`src/rtl/pbus_seq_pkg.sv`:
```
package pbus_seq_pkg;
    timeunit 1ns;
    timeprecision 1ps;

    typedef enum logic [2:0] {
        S_IDLE,
        S_ARB,
        S_SEL,
        S_RESEL,
        S_INFO,
        S_OUT_SETUP,
        S_ACK
    } seq_state_t;

    typedef enum logic [3:0] {
        PH_FREE  = 4'd0,
        PH_ARB   = 4'd1,
        PH_SEL   = 4'd2,
        PH_RESEL = 4'd3,
        PH_CMD   = 4'd4,
        PH_DOUT  = 4'd5,
        PH_DIN   = 4'd6,
        PH_STAT  = 4'd7,
        PH_MOUT  = 4'd8,
        PH_MIN   = 4'd9,
        PH_RSVD  = 4'd10
    } bus_phase_t;
endpackage

```
`src/rtl/pbus_free_detect.sv`:
```
module pbus_free_detect #(
    parameter int FREE_CYC = 4
) (
    input  logic clk,
    input  logic rst_n,
    input  logic bsy_line,
    input  logic sel_line,
    input  logic rst_line,
    output logic bus_free
);
    timeunit 1ns;
    timeprecision 1ps;

    localparam int CW = $clog2(FREE_CYC + 1);

    logic [CW-1:0] quiet_cnt;

    // Count consecutive quiet edges, saturate at the qualification length
    always_ff @(posedge clk or negedge rst_n) begin
        if (!rst_n) begin
            quiet_cnt <= '0;
        end else if (bsy_line || sel_line || rst_line) begin
            quiet_cnt <= '0;
        end else if (quiet_cnt != CW'(FREE_CYC)) begin
            quiet_cnt <= quiet_cnt + 1'b1;
        end
    end

    assign bus_free = (quiet_cnt == CW'(FREE_CYC));
endmodule

```
`src/rtl/pbus_arb_resolver.sv`:
```
module pbus_arb_resolver #(
    parameter int N_IDS = 8,
    parameter int ID_W  = $clog2(N_IDS)
) (
    input  logic [N_IDS-1:0] db_line,
    input  logic [ID_W-1:0]  own_id,
    output logic [N_IDS-1:0] own_mask,
    output logic             higher_seen,
    output logic             own_seen,
    output logic             pair_seen,
    output logic [ID_W-1:0]  other_id
);
    timeunit 1ns;
    timeprecision 1ps;

    logic [N_IDS-1:0] above_mask;
    logic [N_IDS-1:0] others;

    for (genvar g = 0; g < N_IDS; g++) begin : g_bit
        assign own_mask[g]   = (own_id == ID_W'(g));
        assign above_mask[g] = (ID_W'(g) > own_id);
    end

    assign higher_seen = |(db_line & above_mask);
    assign own_seen    = |(db_line & own_mask);
    assign pair_seen   = ($countones(db_line) == 2);
    assign others      = db_line & ~own_mask;

    // Number of the highest bit that is not our own
    always_comb begin
        other_id = '0;
        for (int i = 0; i < N_IDS; i++) begin
            if (others[i]) begin
                other_id = ID_W'(i);
            end
        end
    end
endmodule

```
`src/rtl/pbus_phase_decode.sv`:
```
module pbus_phase_decode
    import pbus_seq_pkg::*;
(
    input  logic       msg_line,
    input  logic       cd_line,
    input  logic       io_line,
    output bus_phase_t phase,
    output logic       to_host
);
    timeunit 1ns;
    timeprecision 1ps;

    always_comb begin
        phase = PH_RSVD;
        unique case ({msg_line, cd_line, io_line})
            3'b000: phase = PH_DOUT;
            3'b001: phase = PH_DIN;
            3'b010: phase = PH_CMD;
            3'b011: phase = PH_STAT;
            3'b110: phase = PH_MOUT;
            3'b111: phase = PH_MIN;
            3'b100,
            3'b101: phase = PH_RSVD;
        endcase
    end

    assign to_host = io_line;
endmodule

```
`src/rtl/pbus_initiator_seq.sv`:
```
module pbus_initiator_seq
    import pbus_seq_pkg::*;
#(
    parameter int N_IDS    = 8,
    parameter int FREE_CYC = 4,
    parameter int ARB_CYC  = 3,
    parameter int SEL_TMO  = 16,
    parameter int ID_W     = $clog2(N_IDS)
) (
    input  logic             clk,
    input  logic             rst_n,
    input  logic [ID_W-1:0]  host_id,
    input  logic             start_req,
    input  logic [ID_W-1:0]  target_id,
    input  logic [N_IDS-1:0] tx_byte,
    input  logic             bsy_in,
    input  logic             sel_in,
    input  logic             rst_line_in,
    input  logic             req_in,
    input  logic             cd_in,
    input  logic             io_in,
    input  logic             msg_in,
    input  logic [N_IDS-1:0] db_in,
    output logic             bsy_o,
    output logic             sel_o,
    output logic             ack_o,
    output logic             db_oe,
    output logic [N_IDS-1:0] db_o,
    output logic [3:0]       phase_o,
    output logic             connected_o,
    output logic [N_IDS-1:0] rx_byte,
    output logic             rx_valid,
    output logic             tx_taken,
    output logic [ID_W-1:0]  resel_id
);
    timeunit 1ns;
    timeprecision 1ps;

    localparam int TMR_MAX  = (SEL_TMO > ARB_CYC) ? SEL_TMO : ARB_CYC;
    localparam int TMR_W    = $clog2(TMR_MAX + 1);
    localparam int ARB_LAST = ARB_CYC - 1;
    localparam int SEL_LAST = SEL_TMO - 1;

    seq_state_t       state;
    seq_state_t       nxt_state;
    logic [TMR_W-1:0] tmr;
    logic             tmr_run;
    logic [N_IDS-1:0] tx_q;
    logic             drive_q;

    logic             bus_free;
    logic [N_IDS-1:0] own_mask;
    logic [N_IDS-1:0] tgt_mask;
    logic             higher_seen;
    logic             own_seen;
    logic             pair_seen;
    logic [ID_W-1:0]  other_id;
    bus_phase_t       line_phase;
    logic             to_host;
    logic             resel_hit;
    logic             in_byte;

    pbus_free_detect #(
        .FREE_CYC (FREE_CYC)
    ) u_free (
        .clk      (clk),
        .rst_n    (rst_n),
        .bsy_line (bsy_in),
        .sel_line (sel_in),
        .rst_line (rst_line_in),
        .bus_free (bus_free)
    );

    pbus_arb_resolver #(
        .N_IDS (N_IDS),
        .ID_W  (ID_W)
    ) u_arb (
        .db_line     (db_in),
        .own_id      (host_id),
        .own_mask    (own_mask),
        .higher_seen (higher_seen),
        .own_seen    (own_seen),
        .pair_seen   (pair_seen),
        .other_id    (other_id)
    );

    pbus_phase_decode u_dec (
        .msg_line (msg_in),
        .cd_line  (cd_in),
        .io_line  (io_in),
        .phase    (line_phase),
        .to_host  (to_host)
    );

    for (genvar g = 0; g < N_IDS; g++) begin : g_tgt
        assign tgt_mask[g] = (target_id == ID_W'(g));
    end

    assign resel_hit = sel_in && !bsy_in && io_in && own_seen && pair_seen;
    assign in_byte   = (state == S_INFO) && !rst_line_in && bsy_in && req_in && to_host;
    assign tmr_run   = (state == S_ARB) || (state == S_SEL);

    // Next-state logic
    always_comb begin
        nxt_state = state;
        if (rst_line_in) begin
            nxt_state = S_IDLE;
        end else begin
            unique case (state)
                S_IDLE: begin
                    if (resel_hit) begin
                        nxt_state = S_RESEL;
                    end else if (start_req && bus_free) begin
                        nxt_state = S_ARB;
                    end
                end
                S_ARB: begin
                    if (tmr == TMR_W'(ARB_LAST)) begin
                        nxt_state = (sel_in || higher_seen) ? S_IDLE : S_SEL;
                    end
                end
                S_SEL: begin
                    if (bsy_in) begin
                        nxt_state = S_INFO;
                    end else if (tmr == TMR_W'(SEL_LAST)) begin
                        nxt_state = S_IDLE;
                    end
                end
                S_RESEL: begin
                    if (!sel_in) begin
                        nxt_state = S_INFO;
                    end
                end
                S_INFO: begin
                    if (!bsy_in) begin
                        nxt_state = S_IDLE;
                    end else if (req_in) begin
                        nxt_state = to_host ? S_ACK : S_OUT_SETUP;
                    end
                end
                S_OUT_SETUP: begin
                    nxt_state = S_ACK;
                end
                S_ACK: begin
                    if (!req_in) begin
                        nxt_state = S_INFO;
                    end
                end
                default: begin
                    nxt_state = S_IDLE;
                end
            endcase
        end
    end

    // State register and the data held with it
    always_ff @(posedge clk or negedge rst_n) begin
        if (!rst_n) begin
            state    <= S_IDLE;
            tmr      <= '0;
            tx_q     <= '0;
            drive_q  <= 1'b0;
            rx_byte  <= '0;
            rx_valid <= 1'b0;
            resel_id <= '0;
        end else begin
            state <= nxt_state;

            if (nxt_state != state) begin
                tmr <= '0;
            end else if (tmr_run) begin
                tmr <= tmr + 1'b1;
            end

            if (state == S_INFO && nxt_state == S_OUT_SETUP) begin
                tx_q <= tx_byte;
            end

            if (nxt_state == S_OUT_SETUP) begin
                drive_q <= 1'b1;
            end else if (nxt_state != S_ACK) begin
                drive_q <= 1'b0;
            end

            rx_valid <= in_byte;
            if (in_byte) begin
                rx_byte <= db_in;
            end

            if (state == S_IDLE && nxt_state == S_RESEL) begin
                resel_id <= other_id;
            end
        end
    end

    // Moore outputs
    always_comb begin
        bsy_o       = 1'b0;
        sel_o       = 1'b0;
        ack_o       = 1'b0;
        db_oe       = 1'b0;
        db_o        = '0;
        tx_taken    = 1'b0;
        connected_o = 1'b0;
        phase_o     = PH_FREE;
        unique case (state)
            S_IDLE: begin
                phase_o = PH_FREE;
            end
            S_ARB: begin
                bsy_o   = 1'b1;
                db_oe   = 1'b1;
                db_o    = own_mask;
                phase_o = PH_ARB;
            end
            S_SEL: begin
                sel_o   = 1'b1;
                db_oe   = 1'b1;
                db_o    = own_mask | tgt_mask;
                phase_o = PH_SEL;
            end
            S_RESEL: begin
                bsy_o   = 1'b1;
                phase_o = PH_RESEL;
            end
            S_INFO: begin
                connected_o = 1'b1;
                phase_o     = line_phase;
            end
            S_OUT_SETUP: begin
                connected_o = 1'b1;
                db_oe       = 1'b1;
                db_o        = tx_q;
                tx_taken    = 1'b1;
                phase_o     = line_phase;
            end
            S_ACK: begin
                connected_o = 1'b1;
                ack_o       = 1'b1;
                db_oe       = drive_q;
                db_o        = drive_q ? tx_q : '0;
                phase_o     = line_phase;
            end
            default: begin
                phase_o = PH_FREE;
            end
        endcase
    end
endmodule

```
`config.mk`:
```
export PLATFORM = sky130hd
export DESIGN_NAME = pbus_initiator_seq
export DESIGN_NICKNAME = d
export VERILOG_FILES = /design/src/rtl/pbus_seq_pkg.sv /design/src/rtl/pbus_free_detect.sv /design/src/rtl/pbus_arb_resolver.sv /design/src/rtl/pbus_phase_decode.sv /design/src/rtl/pbus_initiator_seq.sv
export SDC_FILE = /design/constraint.sdc
export NUM_CORES = 1
export LEC_CHECK = 0
export ABC_CLOCK_PERIOD_IN_PS = 2400
export BUFFER_PORTS_ARGS = -buffer_cell sky130_fd_sc_hd__buf_2
export CAP_MARGIN = 10
export CORE_MARGIN = 3
export CORE_UTILIZATION = 54
export DETAILED_ROUTE_END_ITERATION = 10
export PLACE_DENSITY = 0.84
export SLEW_MARGIN = 0
export SYNTH_ARGS = -nofsm -noshare
export SYNTH_HDL_FRONTEND = slang
export SYNTH_HIERARCHICAL = 1
export SYNTH_SLANG_ARGS = --single-unit
```
`constraint.sdc`:
```
create_clock -name clk -period 2.4 [get_ports clk]
set_input_delay 0.36 -clock clk [delete_from_list [all_inputs] [get_ports clk]]
set_output_delay 0.36 -clock clk [all_outputs]
set_load 0.005 [all_outputs]
```
==> impl_metrics.ini, run 1 <==
[outcome]
outcome = complete, but fails checks
failing_checks = setup timing

[final_layout]
fillCellCount = 315
post-route-util_pct = 73.7
layout-drive-gt1-share_pct = 44.1
fin_nets = 396
multi_input_combinational_cell_area_um2 = 1780
layout_stage_area_growth_over_the_synthesis_result_pct = 26.9
ff_latch_area_um2 = 801
antenna_diode_count = 0

[pwr]
static-leakage-power_nw = 1.65
vdd_drop_max_v = 0.000306
overall_power_mw = 1.39
power.density_cell_area_nw_per_um2 = 418

[place]
gp_congestion = 0.937
post-dp-hpwl_um = 4760
buffer_ports.inserted = 61

[grt]
groute.usage.overall_pct = 25.5
grt_antenna_before_repair = 0
first_global_vias = 2264
grtUsageMet1_pct = 34.0
grt_remaining_overflow = 0
globalRoute.busiestLayer = met2
grt_start_max_net_pins = 33
grt_first_pass_wirelength_um = 11000
grt.met2_usage_pct = 40.1
grt_util_met3_pct = 4.35

[die]
die_h_um = 75.6
num_rows = 24
floorplan.die.width_um = 75.6
core_area_um2 = 4500
die_area_um2 = 5710
floorplan.initialDensity_pct = 58.1
io-pin-count = 62

[route]
dr.first_iter.drc_count = 172
finalWirelength_um = 7060
postRouteAntennaNets = 0
remaining_drc_errors = 0
dr.pass1.iters = 4
viasPerCell = 6.13
post_drt_wl_per_cell_um = 17.6
detailroute.via_count = 2458

[synth]
synth_largest_area_cell = dfrtp_1
synth_edf_count = 0
yosys.cell_count.top_type = dfrtp_1
post_synthesis_net_count = 322
top_cells_by_count_synth = dfrtp_1 (32), nor2_1 (27), inv_1 (16), mux2_2 (14), nand2_1 (14)
async_reset_ff_share_pct = 100
syn-cell-area_um2 = 2620
total_of_warnings_raised_by_yosys = 6
synth_flop_cell = dfrtp_1
synthCells = 274
postSynthRegisterBits = 32
synth.yosys.seq_area_share_pct = 30.6
distinct_cell_type_count_after_synthesis = 67
syn_avg_cell_area_um2 = 9.54
synth_top_cell_area_share_pct = 30.6
synth_top_cells_by_area = dfrtp_1 (31%), ha_1 (6.2%), mux2_2 (6.0%)

[sta]
finClkSkew_ns = 0.00444
setup_total_negative_slack_ns = -12.12
max_slew.worst_pin.slew_ns = 0.764
timing.final.setup_violations = 28
min_period_ns = 3.07
timing.final.hold_violations = 0
final.setup.worst_slack_ns = -0.673
rsz0062_at_grt = true
timing.max_slew.rel_slack_pct = 49.0
max_freq_ghz = 0.325
timing.final.max_slew_violations = 0
part_of_the_cycle_the_worst_path_needs_pct = 128

[clock_tree]
cts.sink_count = 32
cts_tree = yes
post_cts_hold_buffer_count = 0
clkSlewWorstSetupHoldPaths_ns = 0.08
clk-insertion-delay-late_ns = 0.29
root_buffer = clkbuf_8
numCtsBuffers = 5
ctsLongestPathBuffers = 2
cts_max_level = 2

[worst_setup_path]
worstPathArrival_ns = 3.25
critical_path.most_common_cell = ha_4
cp_max_fo = 5
timing.critical_path.max_delay_family = adder cells
worst-setup-path-type = input port to register
path_buf_inv = 4
required_ns = 2.58
timing.critical_path.slowest_stage_cell = fa_1
crit_chain = buf_8 -> inv_8 -> fa_1 -> inv_2 -> ha_4 -> ha_4 -> fa_2 -> or2_4 -> a21oi_2 -> nand4_1 -> o22ai_2 -> a211oi_2 -> nor2b_2 -> buf_6 -> mux2_4
critical_path.max_stage_delay_ns = 0.54
critical_path.endpoint_type = register
critical_path.startpoint_type = input port

[flow_run]
timing.max_cap.violations = 0

[hold_path]
hp-class = input port to async pin
-- final timing paths --
path | from | to | slack, ns | cells past startpoint
max | db_in[7] | tx_q[6]$_DFFE_PN0P_ | -0.67 | 15
min | rst_n | tx_q[5]$_DFFE_PN0P_ | 0.14 | 1
max reg2reg | tmr[0]$_DFFE_PN0P_ | tx_q[6]$_DFFE_PN0P_ | 0.06 | 8
min reg2reg | rx_byte[0]$_DFFE_PN0P_ | rx_byte[0]$_DFFE_PN0P_ | 0.50 | 1
max in group asynchronous | rst_n | state[0]$_DFF_PN0_ | 1.78 | 1
min in group clk | tx_byte[3] | tx_q[3]$_DFFE_PN0P_ | 0.29 | 2
-- state kept, by name, summed over array words and instances, names as in the netlist --
name              flops
rx_byte               8
tx_q                  8
tmr                   5
resel_id              3
state                 3
u_free/quiet_cnt      3
drive_q               1
rx_valid              1
-- metal layers --
metal | vias up | share of wire, % | wire (um)
met3 | 22 | 6.4 | 454
li1 | 1146 | - | -
met4 | 0 | 3.3 | 235
met5 | - | 0 | 0
met1 | 1169 | 42 | 2980
met2 | 121 | 48 | 3390
-- power breakdown --
group	switching, mW	internal (mW)	total (mW)
registers	0.0152	0.556	0.571
logic	0.197	0.193	0.390
clock network	0.224	0.202	0.426
-- logic make-up after synthesis --
family                     share of synthesized area [%]
DFF                                                 30.6
AOI/OAI and AO/OA                                   18.6
xor gates and xnor gates                            1.00
muxes                                               12.2
and+or+nand+nor                                     21.9
adders and majority gates                           8.52
buffers and inverters                               7.18
-- metrics by stage --
stage | setup slack, ns | area [um2] | std cells | hold WS [ns]
floorplan | -0.708 | 2690 | 274 | 0.0644
detailed placement | -1.03 | 3090 | 389 | 0.455
finish | -0.673 | 3320 | 401 | 0.136
global placement | -0.962 | 3090 | 389 | 0.453
global route | -0.751 | 3320 | 401 | 0.173
CTS | -0.674 | 3290 | 400 | 0.142
-- area by class of cell --
cell class	count	area share, %
Tap cell	52	1.96
Inverter	16	2.04
Timing Repair Buffer	86	15.7
Clock inverter	3	0.565
Sequential cell	32	24.1
Multi-Input combinational cell	207	53.6
Clock buffer	5	2.07
-- what timing repair did --
| action | 4_1_cts | 5_1_grt |
|---|---|---|
| gates cloned | 1 | 0 |
| setup endpoints to repair | 27 | 28 |
| gates resized for setup | 19 | 4 |
| pin swaps | 11 | 3 |
| setup buffers | 2 | 2 |
-- placed cells by master, fill, tap and decap left out, types with 6 or more instances in the layout --
cell type   n
ha_1        8
buf_4      22
nor2_1     27
nor3_1     10
nand2b_1    8
dfrtp_1    32
a221o_1     8
nand2_1    14
inv_1      13
a21oi_1    10
buf_2      59
o21ai_0     6
mux2_2     11
mux2_4     13
(Power assumes the default switching activity.)
==> run 2: changes to the inputs <==
- ABC_AREA: not set -> 1
- PLACE_DENSITY: 0.84 -> 0.85
==> impl_metrics.ini, run 2 <==
[outcome]
outcome = complete, but fails checks
failing_checks = setup timing

[worst_setup_path]
worst-setup-path-type = input port to register
timing.critical_path.slowest_stage_cell = fa_1
cp_max_fo = 3
critical_path.max_stage_delay_ns = 0.54
crit_chain = buf_8 -> inv_4 -> fa_1 -> inv_2 -> ha_4 -> ha_4 -> fa_1 -> inv_1 -> nor2_1 -> nand4_1 -> inv_1 -> nand3_2 -> nor2_4 -> o21ai_1 -> nand3_2 -> nand2_2 -> buf_4 -> nor2_4 -> nand2_1 -> nand2_1
critical_path.endpoint_type = register
required_ns = 2.63
worstPathArrival_ns = 3.15
critical_path.startpoint_type = input port

[route]
postRouteAntennaNets = 0
post_drt_wl_per_cell_um = 14.4
detailroute.via_count = 2554
remaining_drc_errors = 0
viasPerCell = 5.48
dr.first_iter.drc_count = 185
finalWirelength_um = 6710
dr.pass1.iters = 5

[grt]
first_global_vias = 2457
grt.met2_usage_pct = 42.1
grt_first_pass_wirelength_um = 10600
grt_util_met3_pct = 3.92
grtUsageMet1_pct = 32.2
grt_antenna_before_repair = 0
grt_remaining_overflow = 0
globalRoute.busiestLayer = met2
grt_start_max_net_pins = 33
groute.usage.overall_pct = 25.0

[synth]
synthCells = 339
syn-cell-area_um2 = 2530
async_reset_ff_share_pct = 100
syn_avg_cell_area_um2 = 7.45
synth_top_cell_area_share_pct = 31.7
postSynthRegisterBits = 32
synth_top_cells_by_area = dfrtp_1 (32%), nand2_1 (14%), inv_1 (7.0%)
synth_largest_area_cell = dfrtp_1
synth_edf_count = 0
yosys.cell_count.top_type = nand2_1
distinct_cell_type_count_after_synthesis = 32
post_synthesis_net_count = 387
synth_flop_cell = dfrtp_1
top_cells_by_count_synth = nand2_1 (97), inv_1 (47), dfrtp_1 (32), nand3_1 (24), nor2_1 (23)
total_of_warnings_raised_by_yosys = 6
synth.yosys.seq_area_share_pct = 31.7

[sta]
timing.final.hold_violations = 0
rsz0062_at_grt = true
part_of_the_cycle_the_worst_path_needs_pct = 121
max_freq_ghz = 0.343
final.setup.worst_slack_ns = -0.516
setup_total_negative_slack_ns = -8.34
holdWs_ns = 0.123
max_slew.worst_pin.slew_ns = 0.718
timing.max_slew.rel_slack_pct = 52.1
timing.final.setup_violations = 19
finClkSkew_ns = 0.00379
min_period_ns = 2.92
timing.final.max_slew_violations = 0

[clock_tree]
post_cts_hold_buffer_count = 0
ctsLongestPathBuffers = 2
cts_max_level = 2
numCtsBuffers = 5
clk-insertion-delay-late_ns = 0.29
cts_tree = yes
cts.sink_count = 32
clkSlewWorstSetupHoldPaths_ns = 0.07
root_buffer = clkbuf_8

[final_layout]
antenna_diode_count = 0
reg.largest.list = rx_byte x8, tx_q x8, tmr x5
layout_stage_area_growth_over_the_synthesis_result_pct = 30.8
post-route-util_pct = 74.4
fillCellCount = 318
layout-drive-gt1-share_pct = 39.6
fin_cells = 466
layout.cells.most_common = nand2_1
fin_nets = 461
mostFrequentLayoutCells = nand2_1 (87), buf_2 (59), inv_1 (43), dfrtp_1 (30), nor2_1 (22)

[die]
num_rows = 24
die_area_um2 = 5530
core_area_um2 = 4440
floorplan.initialDensity_pct = 56.8
io-pin-count = 62
die_h_um = 74.4
floorplan.die.width_um = 74.4

[place]
dp_cells = 455
gp_congestion = 0.913
post-dp-hpwl_um = 4840
buffer_ports.inserted = 61

[hold_path]
hp-class = input port to async pin

[pwr]
static-leakage-power_nw = 1.84
overall_power_mw = 2.10
vdd_drop_max_v = 0.000478
power.density_cell_area_nw_per_um2 = 635

[flow_run]
timing.max_cap.violations = 0
run 2: cell types whose count changed after synthesis, sizes merged, moves of 16 or more:
| cell | previous run | this run |
|---|---|---|
| mux2 | 24 | 8 |
| nand2 | 14 | 108 |
| inv | 16 | 56 |
| nand3 | 3 | 31 |
run 2: worst paths after layout:
path | slack [ns] | start | to | depth (start not counted)
setup / recovery | -0.52 | db_in[5] | resel_id[0]$_DFFE_PN0P_ | 20
hold reg to reg | 0.49 | tx_q[6]$_DFFE_PN0P_ | tx_q[6]$_DFFE_PN0P_ | 2
hold / removal | 0.12 | rst_n | rx_byte[2]$_DFFE_PN0P_ | 1
setup reg to reg | 0.49 | state[2]$_DFF_PN0_ | tx_q[3]$_DFFE_PN0P_ | 10
max in group asynchronous | 1.78 | rst_n | state[1]$_DFF_PN0_ | 1
min in group clk | 0.29 | tx_byte[2] | tx_q[2]$_DFFE_PN0P_ | 3
run 2: power breakdown:
part	total (mW)	switching, mW	leakage, nW	internal, mW
clock	0.518	0.210	0.0552	0.308
sequential	0.722	0.0832	0.435	0.639
combinational	0.859	0.486	1.35	0.372
run 2: what timing repair did:
action	in CTS	in global routing
setup buffers	3	0
endpoints found under the setup margin	25	27
endpoints found under the hold margin	0	0
resized for setup	30	25
pin swaps	21	10
run 2: metal layers:
| layer | part of all wire (%) | wire [um] |
|---|---|---|
| met5 | 0 | 0 |
| met3 | 7.4 | 496 |
| met4 | 1.9 | 130 |
| met2 | 49 | 3270 |
| met1 | 42 | 2810 |
run 2: per-stage QoR:
step	cell area, um2	setup WS (ns)
detailed placement	2940	-0.935
finish	3300	-0.516
CTS	3210	-0.480
global route	3300	-0.655
global placement	2940	-0.795
floorplan	2570	-0.523
run 2: kinds of logic after synthesis:
kind of cell    after synthesis  synth area share [%]
simple gates                179                  34.3
flops                        32                  31.7
compound gates               35                  8.57
mux                           8                  3.57
buf+inv                      65                  11.7
xor+xnor                      4                  1.39
fa+ha+maj                    16                  8.82
run 2: area by class of cell:
class,instances,area (um2),area share [%]
Clock inverter,2,35.0,1.06
Inverter,57,235,7.12
Tap cell,52,65.1,1.97
Sequential cell,32,803,24.3
Timing Repair Buffer,75,467,14.1
Clock buffer,6,72.6,2.20
Multi-Input combinational cell,242,1630,49.2
run 2: critical path: cells and delay by family:
family	cells	cell delay (ns)
AND/OR/NAND/NOR	9	0.83
AO/OA/AOI/OAI	1	0.10
adder cells (fa/ha/maj)	4	1.41
buffers and inverters	6	0.44
